## src/rtl/pwm_rep_pkg.sv

```systemverilog
package pwm_rep_pkg;
  localparam int ADDR_W = 3;

  typedef enum logic [ADDR_W-1:0] {
    RA_CTRL = 3'd0,
    RA_PSC  = 3'd1,
    RA_PER  = 3'd2,
    RA_CMP  = 3'd3,
    RA_REP  = 3'd4,
    RA_EVT  = 3'd5,
    RA_CNT  = 3'd6
  } reg_addr_e;

  typedef struct packed {
    logic chan_en;
    logic main_oe;
    logic run;
  } ctrl_t;
endpackage

```

## src/rtl/pwm_prescaler.sv

```systemverilog
module pwm_prescaler #(
  parameter int PSC_W = 16
) (
  input  logic             clk,
  input  logic             rst_n,
  input  logic             run,
  input  logic             restart,
  input  logic [PSC_W-1:0] div,
  output logic             tick
);
  logic [PSC_W-1:0] pc_q, pc_d;
  logic             at_lim;

  assign at_lim = (pc_q >= div);
  assign tick   = run && !restart && at_lim;

  always_comb begin
    pc_d = pc_q;
    if (restart)  pc_d = '0;
    else if (run) pc_d = at_lim ? '0 : pc_q + 1'b1;
  end

  always_ff @(posedge clk or negedge rst_n) begin
    if (!rst_n) pc_q <= '0;
    else        pc_q <= pc_d;
  end
endmodule

```

## src/rtl/pwm_period_core.sv

```systemverilog
module pwm_period_core #(
  parameter int CNT_W = 16,
  parameter int REP_W = 8
) (
  input  logic             clk,
  input  logic             rst_n,
  input  logic             tick,
  input  logic             force_upd,
  input  logic [CNT_W-1:0] per_pre,
  input  logic [CNT_W-1:0] cmp_pre,
  input  logic [REP_W-1:0] rep_pre,
  output logic [CNT_W-1:0] cnt,
  output logic [CNT_W-1:0] cmp_act,
  output logic             upd
);
  logic [CNT_W-1:0] cnt_q, cnt_d, per_q, per_d, cmp_q, cmp_d;
  logic [REP_W-1:0] rep_q, rep_d;
  logic             upd_q, upd_d, do_load;

  always_comb begin
    cnt_d   = cnt_q;
    per_d   = per_q;
    cmp_d   = cmp_q;
    rep_d   = rep_q;
    do_load = 1'b0;
    if (force_upd) begin
      cnt_d   = '0;
      do_load = 1'b1;
    end else if (tick) begin
      if (cnt_q == per_q) begin
        cnt_d = '0;
        if (rep_q == '0) do_load = 1'b1;
        else             rep_d   = rep_q - 1'b1;
      end else begin
        cnt_d = cnt_q + 1'b1;
      end
    end
    if (do_load) begin
      per_d = per_pre;
      cmp_d = cmp_pre;
      rep_d = rep_pre;
    end
    upd_d = do_load;
  end

  always_ff @(posedge clk or negedge rst_n) begin
    if (!rst_n) begin
      cnt_q <= '0;
      per_q <= '0;
      cmp_q <= '0;
      rep_q <= '0;
      upd_q <= 1'b0;
    end else begin
      cnt_q <= cnt_d;
      per_q <= per_d;
      cmp_q <= cmp_d;
      rep_q <= rep_d;
      upd_q <= upd_d;
    end
  end

  assign cnt     = cnt_q;
  assign cmp_act = cmp_q;
  assign upd     = upd_q;

  AST_UPD_AT_ZERO: assert property (@(posedge clk) disable iff (!rst_n)
    upd_q |-> (cnt_q == '0));
  AST_CNT_BOUND: assert property (@(posedge clk) disable iff (!rst_n)
    cnt_q <= per_q);
  AST_ACT_AT_UPD: assert property (@(posedge clk) disable iff (!rst_n)
    (!$stable(per_q) || !$stable(cmp_q)) |-> upd_q);
endmodule

```

## src/rtl/pwm_out_stage.sv

```systemverilog
module pwm_out_stage #(
  parameter int CNT_W = 16
) (
  input  logic             run,
  input  logic             main_oe,
  input  logic             chan_en,
  input  logic [CNT_W-1:0] cnt,
  input  logic [CNT_W-1:0] cmp,
  output logic             pwm
);
  logic raw;
  assign raw = run && (cnt < cmp);
  assign pwm = raw && main_oe && chan_en;
endmodule

```

## src/rtl/pwm_rep_timer.sv

```systemverilog
module pwm_rep_timer
  import pwm_rep_pkg::*;
#(
  parameter int DATA_W = 16,
  parameter int CNT_W  = 16,
  parameter int PSC_W  = 16,
  parameter int REP_W  = 8
) (
  input  logic              clk,
  input  logic              rst_n,
  input  logic              wr_en,
  input  logic [ADDR_W-1:0] addr,
  input  logic [DATA_W-1:0] wdata,
  output logic [DATA_W-1:0] rdata,
  output logic              pwm_o,
  output logic              upd_o
);
  ctrl_t            ctrl_q, ctrl_d;
  logic [PSC_W-1:0] psc_q, psc_d;
  logic [CNT_W-1:0] per_q, per_d, cmp_q, cmp_d;
  logic [REP_W-1:0] rep_q, rep_d;
  logic             force_upd, tick;
  logic [CNT_W-1:0] cnt, cmp_act;

  assign force_upd = wr_en && (addr == RA_EVT) && wdata[0];

  always_comb begin
    ctrl_d = ctrl_q;
    psc_d  = psc_q;
    per_d  = per_q;
    cmp_d  = cmp_q;
    rep_d  = rep_q;
    if (wr_en) begin
      case (addr)
        RA_CTRL: ctrl_d = ctrl_t'(wdata[2:0]);
        RA_PSC:  psc_d  = wdata[PSC_W-1:0];
        RA_PER:  per_d  = wdata[CNT_W-1:0];
        RA_CMP:  cmp_d  = wdata[CNT_W-1:0];
        RA_REP:  rep_d  = wdata[REP_W-1:0];
        default: ;
      endcase
    end
  end

  always_ff @(posedge clk or negedge rst_n) begin
    if (!rst_n) begin
      ctrl_q <= '0;
      psc_q  <= '0;
      per_q  <= '0;
      cmp_q  <= '0;
      rep_q  <= '0;
    end else begin
      ctrl_q <= ctrl_d;
      psc_q  <= psc_d;
      per_q  <= per_d;
      cmp_q  <= cmp_d;
      rep_q  <= rep_d;
    end
  end

  always_comb begin
    case (addr)
      RA_CTRL: rdata = DATA_W'(ctrl_q);
      RA_PSC:  rdata = DATA_W'(psc_q);
      RA_PER:  rdata = DATA_W'(per_q);
      RA_CMP:  rdata = DATA_W'(cmp_q);
      RA_REP:  rdata = DATA_W'(rep_q);
      RA_CNT:  rdata = DATA_W'(cnt);
      default: rdata = '0;
    endcase
  end

  pwm_prescaler #(.PSC_W(PSC_W)) u_psc (
    .clk(clk), .rst_n(rst_n), .run(ctrl_q.run), .restart(force_upd),
    .div(psc_q), .tick(tick)
  );

  pwm_period_core #(.CNT_W(CNT_W), .REP_W(REP_W)) u_core (
    .clk(clk), .rst_n(rst_n), .tick(tick), .force_upd(force_upd),
    .per_pre(per_q), .cmp_pre(cmp_q), .rep_pre(rep_q),
    .cnt(cnt), .cmp_act(cmp_act), .upd(upd_o)
  );

  pwm_out_stage #(.CNT_W(CNT_W)) u_out (
    .run(ctrl_q.run), .main_oe(ctrl_q.main_oe), .chan_en(ctrl_q.chan_en),
    .cnt(cnt), .cmp(cmp_act), .pwm(pwm_o)
  );

  AST_GATE_LOW: assert property (@(posedge clk) disable iff (!rst_n)
    !(ctrl_q.main_oe && ctrl_q.chan_en) |-> !pwm_o);
  AST_IDLE_LOW: assert property (@(posedge clk) disable iff (!rst_n)
    !ctrl_q.run |-> !pwm_o);
  AST_IDLE_HOLD: assert property (@(posedge clk) disable iff (!rst_n)
    (!ctrl_q.run && !force_upd) |=> $stable(cnt));
  AST_FORCE_PULSE: assert property (@(posedge clk) disable iff (!rst_n)
    force_upd |=> upd_o);
endmodule

```

## config.mk

```make
export PLATFORM = sky130hd
export DESIGN_NAME = pwm_rep_timer
export DESIGN_NICKNAME = d
export VERILOG_FILES = /design/src/rtl/pwm_rep_pkg.sv /design/src/rtl/pwm_prescaler.sv /design/src/rtl/pwm_period_core.sv /design/src/rtl/pwm_out_stage.sv /design/src/rtl/pwm_rep_timer.sv
export SDC_FILE = /design/constraint.sdc
export NUM_CORES = 1
export LEC_CHECK = 0
export ABC_CLOCK_PERIOD_IN_PS = 2650
export CAP_MARGIN = 0
export CORE_MARGIN = 2
export CORE_UTILIZATION = 50
export DETAILED_ROUTE_END_ITERATION = 7
export DONT_BUFFER_PORTS = 1
export MAX_ROUTING_LAYER = met4
export PLACE_DENSITY_LB_ADDON = 0.08
export SLEW_MARGIN = 20
export SYNTH_ARGS = -nofsm -noshare
export SYNTH_HDL_FRONTEND = slang
export SYNTH_SLANG_ARGS = --single-unit
```

## constraint.sdc

```tcl
create_clock -name clk -period 2.65 [get_ports clk]
set_input_delay 0.1325 -clock clk [delete_from_list [all_inputs] [get_ports clk]]
set_output_delay 0.1325 -clock clk [all_outputs]
set_load 0.03 [all_outputs]
```

# [After elaboration in Yosys (flattened, before gate mapping)]
# Index checks and enable logic that the tools add are counted.
[word_totals] out_inout_bits=18 reg_bits=132 inputBits=22 elab_cells=63
[classes] magnitude_cmp=2 n_mux=16 n_reduce_logical=20 n_eq_ne=9 n_addsub=3
[ops] op="16-bit 2-to-1 mux" n=6
[ops] op="16-bit one-hot mux with 6 select lines" n=1
[ops] op="8-bit 2-to-1 mux" n=5
[ops] op="16-bit by 1-bit adder with 16-bit output (second input constant)" n=2
[ops] op="16-bit equality test" n=1
[ops] op="16-bit >= comparator" n=1
[ops] op="16-bit < comparator" n=1
[ops] op="2-bit AND reduction" n=5
[ops] op="3-bit equality test (second input constant)" n=3
[ops] op="8-bit logical NOT" n=1
[ops] op="2-bit nonzero test" n=4
[ops] op="8-bit by 1-bit subtractor with 8-bit output (second input constant)" n=1
[ops] op="1-bit logical AND" n=7
[ops] op="3-bit by 2-bit equality test with 1-bit output (second input constant)" n=2
[ops] op="1-bit 2-to-1 mux" n=4
[ops] op="2-bit by 1-bit inequality test with 1-bit output (second input constant)" n=2
[ops] op="4-bit AND reduction" n=1
[ops] op="3-bit by 1-bit equality test with 1-bit output (second input constant)" n=1
[ops] op="3-bit logical NOT" n=1
[ops] op="1-bit logical NOT" n=1

# [Logic depth before layout (Yosys ltp)]
[logic_depth] depth_word=10 ltp_mapped=9 depth_no_buf=8

# [Hierarchy]
# From an unflattened synthesis, not the netlist that was laid out.
[hier_totals] hier_cells=660 area_unflattened_um2=7394.6
[by_module_without_submodules] mod="pwm_rep_timer" seq_area_each_um2=1476.4 n_inst=1 cells_per_inst=211 area_each_um2=2924.1
[by_module_without_submodules] mod="pwm_period_core" seq_area_each_um2=1426.4 n_inst=1 cells_per_inst=244 area_each_um2=2801.4
[by_module_without_submodules] mod="pwm_prescaler" seq_area_each_um2=400.4 n_inst=1 cells_per_inst=153 area_each_um2=1286.2
[by_module_without_submodules] mod="pwm_out_stage" seq_area_each_um2=0.0 n_inst=1 cells_per_inst=52 area_each_um2=382.9

# [Worst setup path after synthesis]
# No wires, ideal clock.
[synth_path] path_type="reg-to-reg" start="reg u_psc.pc_q[1]" end="reg u_core.per_q[10]" required_time_ns=2.525 slack_ns=0.122 arrival_time_ns=2.403 stages_incl_launch_ff=9 period_less_slack_ns=2.528 path_cell_list="dfrtp_1 > ha_1 > nor2b_4 > o211a_1 > o311a_4 > o311a_4 > nor2_4 > buf_6 > mux2_2"
[synth_via] elab_chain_cells=4
[synth_rtl] element="from (decl)" line_no="pwm_prescaler.sv:11" source="logic [PSC_W-1:0] pc_q, pc_d;"
[synth_rtl] element="from (signal assigned)" line_no="pwm_prescaler.sv:25" source="else pc_q <= pc_d;"
[synth_rtl] element="16-bit >= comparator" line_no="pwm_prescaler.sv:14" source="assign at_lim = (pc_q >= div);"
[synth_rtl] element="1-bit logical AND" line_no="pwm_prescaler.sv:15" source="assign tick = run && !restart && at_lim;"
[synth_rtl] element="1-bit 2-to-1 mux" line_no="pwm_period_core.sv:29" source="end else if (tick) begin"
[synth_rtl] element="1-bit 2-to-1 mux" line_no="pwm_period_core.sv:26" source="if (force_upd) begin"
[synth_rtl] element="to (signal assigned)" line_no="pwm_period_core.sv:55" source="per_q <= per_d;"
[synth_rtl] element="to (decl)" line_no="pwm_period_core.sv:16" source="logic [CNT_W-1:0] cnt_q, cnt_d, per_q, per_d, cmp_q, cmp_d;"
# Every way passes these cells.
# A chain may end at the register's enable or synchronous reset.

# [Worst setup path after layout]
[layout_path] start="reg psc_q[5]" end="reg u_core.per_q[15]"
[layout_via] elab_chain_cells=4
[layout_rtl] element="from (decl)" line_no="pwm_rep_timer.sv:19" source="logic [PSC_W-1:0] psc_q, psc_d;"
[layout_rtl] element="from (signal assigned)" line_no="pwm_rep_timer.sv:54" source="psc_q <= psc_d;"
[layout_rtl] element="16-bit >= comparator" line_no="pwm_prescaler.sv:14"
[layout_rtl] element="1-bit logical AND" line_no="pwm_prescaler.sv:15"
[layout_rtl] element="1-bit 2-to-1 mux" line_no="pwm_period_core.sv:29"
[layout_rtl] element="1-bit 2-to-1 mux" line_no="pwm_period_core.sv:26"
# Every way passes these cells.

==> metrics.md <==
| Metric | Value |
|---|---|
| Status | `finished, violations left` |
| Failing checks | `hold timing, setup timing` |
| Cts-stage hold buffer count | `18` |
| Post-synth net total | `777` |
| I/O Pins | `40` |
| CTS max path bufs | `2` |
| Largest net degree at the start of global routing | `133` |
| Clock transition at the registers of the reported paths | `0.06 ns` |
| Fill count | `1172` |
| Root buffer cell | `clkbuf_16` |
| Half-perimeter wire length after placement | `14000 um` |
| Flop pwr share | `41.2%` |
| Fin. max-slew vios | `0` |
| Startpoint types | `register` |
| Main synth FF type | `dfrtp_1` |
| GRT overflow | `0` |
| Placer Congestion | `0.881` |
| Num CTS Buffers | `17` |
| Max rail drop VDD | `562 uV` |
| Req. time, crit path | `2.96 ns` |
| Leak | `0.00420 uW` |
| Placed cell count | `917` |
| Crit path capture type | `register` |
| Mean post-synth cell area | `10.4 um^2` |
| Core area | `14600 um^2` |
| Fin area | `9250 um^2` |
| Switching power total | `2160 uW` |
| GRT Resource Usage Total | `26.5%` |
| Internal | `4660 uW` |
| Die width | `127 um` |
| Tightest Pin Transition | `0.872 ns` |
| Row cnt | `44` |
| Maxcap violations | `0` |
| DRT iter0 DRCs | `528` |
| DRT Pass-1 Iters | `7` |
| WL final | `20800 um` |
| Hold WS | `-0.604 ns` |
| Post-synth cell types | `63` |
| Seq cells post-synth | `132` |
| Via density | `6.05` |
| CP max stage delay | `0.45 ns` |
| RSZ-0062 raised after global routing | `true` |
| Switching Share | `31.6%` |
| H-tree levels | `4` |
| Synth warn | `0` |
| Final setup fails | `24` |
| Fraction of layout cells with a size suffix above 1 | `29.0%` |
| Antenna violations before repair | `0` |
| Setup TNS | `-1.01 ns` |
| Worst slew margin | `42.7%` |
| Mapped Area | `7500 um^2` |
| Fmax | `0.367 GHz` |
| Top cell family by delay on the critical path | `compound AO/OA/AOI/OAI gates` |
| Final Skew | `0.00957 ns` |
| Critical path class | `register to register` |
| DR WL/cell | `20.8 um` |
| Combinational share of power | `25.3%` |
| Worst Hold Class | `primary input to asynchronous set/reset pin` |
| Hold violation total from the final report | `132` |
| N_diodes | `0` |
| PD cells | `736 nW/um^2` |
| Clock sink count | `132` |
| Die height | `127 um` |
| Register area share after synthesis | `44.0%` |
| Clk pwr share | `33.5%` |
| Post-synthesis to final-layout area growth | `23.3%` |
| Starting Density | `51.4%` |
| Total number of vias | `6051` |
| Worst-path cell chain | `inv_1 > ha_4 > a21oi_2 > o21ai_0 > a221o_2 > o311a_4 > nor2_4 > clkbuf_16 > buf_8 > mux2_4` |
| TritonCTS clock tree | `built` |
| Slowest cell on the critical path | `a221o_2` |
| Worst path buffer plus inverter count | `3` |
| Vias in the first global route | `5787` |
| First-pass GRT wire length | `32100 um` |
| Total power | `6810 uW` |
| Fin worst setup slack | `-0.0781 ns` |
| Crit Path Max Fanout | `5` |
| Async set-reset flop share out of synthesis | `100%` |
| Die ar. | `16000 um^2` |
| Period minus WS final | `2.73 ns` |
| Clk_lat worst skew | `0.43 ns` |
| Final ANT Viol Nets | `0` |
| Synthesized instance count | `720` |
| CP arrival | `3.04 ns` |
| Area post-placement | `7940 um^2` |
| Final period util | `103%` |
| Finished Layout Cells | `1000` |
| DRC violations left | `0` |
| Number of flops mapped to enable cells by yosys | `0` |
| Nets@finish | `860` |
| Port Buffer Count | `0` |
-- final cells by class --
type | instances | area (um^2) | area share [%]
clock buffer | 18 | 439 | 4.75
clock inverter | 14 | 131 | 1.42
timing repair buffer | 100 | 871 | 9.41
inverter | 47 | 176 | 1.91
multi-input combinational | 505 | 4100 | 44.3
sequential | 132 | 3310 | 35.7
tap | 184 | 230 | 2.49
-- cell families (layout without fill, tap and decap cells) --
kind of cell / count (synthesis) / after routing / synth area share [%]
DFF: 132 / 132 / 44.0
and+or+nand+nor: 191 / 191 / 13.7
adders and majority gates: 35 / 35 / 5.84
AOI/OAI and AO/OA: 164 / 165 / 15.3
buffers and inverters: 84 / 179 / 4.93
xor gates and xnor gates: 18 / 18 / 2.10
muxes: 96 / 96 / 14.2
-- metal layers --
layer / GRT usage [%] / share of wire, % / up-vias
li1: - / - / 2825
met1: 36.3 / 45 / 3018
met2: 40.2 / 47 / 175
met3: 5.27 / 5.2 / 33
met4: 7.69 / 2.0 / 0
met5: - / 0 / -
-- state kept, by name (all words and copies together) (netlist names) --
| name | count |
|---|---|
| psc_q | 16 |
| ctrl_q | 3 |
| cmp_q | 16 |
| u_core.cnt | 16 |
| u_psc.pc_q | 16 |
| u_core.rep_q | 8 |
| u_core.upd | 1 |
| u_core.per_q | 16 |
| rep_q | 8 |
| u_core.cmp_act | 16 |
| per_q | 16 |
-- Yosys cell counts (2+ instances only) --
library cell | n | area [um^2]
dfrtp_1 | 132 | 3300
mux2_2 | 70 | 788
nand2_1 | 57 | 214
o21ai_0 | 48 | 240
inv_1 | 47 | 176
ha_1 | 35 | 438
nand3_1 | 27 | 135
a21oi_1 | 20 | 100
clkbuf_1 | 20 | 75.1
nor2_1 | 18 | 67.6
a22o_1 | 16 | 140
a22oi_1 | 16 | 120
xnor2_1 | 16 | 140
mux2i_1 | 15 | 150
or3_1 | 15 | 93.8
nand4_1 | 13 | 81.3
nor3_1 | 13 | 65.1
and3_1 | 11 | 68.8
mux2_1 | 11 | 124
o21ai_1 | 9 | 45.0
buf_2 | 8 | 40.0
nor2b_1 | 7 | 43.8
nor4_1 | 7 | 43.8
o211ai_1 | 7 | 52.6
o22ai_1 | 7 | 43.8
a21o_1 | 6 | 45.0
buf_6 | 5 | 56.3
o2111ai_1 | 5 | 43.8
a31oi_1 | 4 | 25.0
a32oi_1 | 4 | 35.0
nand2b_1 | 4 | 25.0
o31ai_1 | 4 | 30.0
and2_1 | 3 | 18.8
and4_1 | 3 | 26.3
o311a_4 | 3 | 63.8
a2111oi_0 | 2 | 17.5
buf_1 | 2 | 7.51
buf_4 | 2 | 15.0
nor3b_1 | 2 | 15.0
nor3b_2 | 2 | 25.0
xor2_1 | 2 | 17.5
-- stage by stage --
stage	hold WS (ns)	util [%]	worst slack, ns
6_report	-0.604	63.4	-0.0781
4_1_cts	-0.616	59.6	-0.00432
5_1_grt	-0.616	63.4	-0.155
3_3_place_gp	-0.159	54.4	0.0316
2_1_floorplan	-0.163	-	0.122
3_5_place_dp	-0.158	54.4	-0.0468
-- power by group through the flow --
stage | logic, uW | registers [uW] | clock network (uW)
detailed placement | 1500 | 2810 | 0
CTS | 1550 | 2780 | 2320
floorplan | 1130 | 2700 | 0
finish | 1720 | 2810 | 2280
global placement | 1440 | 2790 | 0
global route | 1900 | 2860 | 2400
-- worst paths after layout --
path	startpoint	endpoint	slack, ns	cells past startpoint
hold / removal	rst_n	u_core.cnt[9]$_DFFE_PN0P_	-0.60	0
min in group clk	addr[2]	ctrl_q[2]$_DFFE_PN0P_	0.03	2
setup reg to reg	psc_q[5]$_DFFE_PN0P_	u_core.per_q[15]$_DFFE_PN0P_	-0.08	10
hold reg to reg	u_core.cmp_act[6]$_DFFE_PN0P_	u_core.cmp_act[6]$_DFFE_PN0P_	0.51	1
setup / recovery	psc_q[5]$_DFFE_PN0P_	u_core.per_q[15]$_DFFE_PN0P_	-0.08	10
max in group asynchronous	rst_n	u_core.rep_q[2]$_DFFE_PN0P_	3.04	0
-- cell usage in the layout, fill, tap and decap left out, types with 5 or more instances in the layout --
cell	instances
a22o_1	16
nand3_1	27
nor2b_1	7
ha_1	29
mux2i_1	15
nor4_1	6
inv_2	10
nor2_1	17
xnor2_1	16
o2111ai_1	5
and3_1	11
nand2_1	56
dlygate4sd3_1	18
o21ai_0	43
o22ai_1	7
clkinv_4	5
mux2_2	51
a21o_1	6
or3_1	15
mux2_4	27
nor3_1	12
o211ai_1	7
dfrtp_1	128
clkbuf_16	18
buf_4	72
a21oi_1	18
ha_4	6
a22oi_1	16
nand4_1	13
o21ai_1	14
inv_1	37
-- repair_timing --
item	in CTS	in global routing
pin swaps	1	13
gates resized for setup	6	74
setup buffers	0	31
gates cloned	0	2
endpoints found under the hold margin	191	132
setup endpoints to repair	16	61
(Power assumes the default switching activity.)
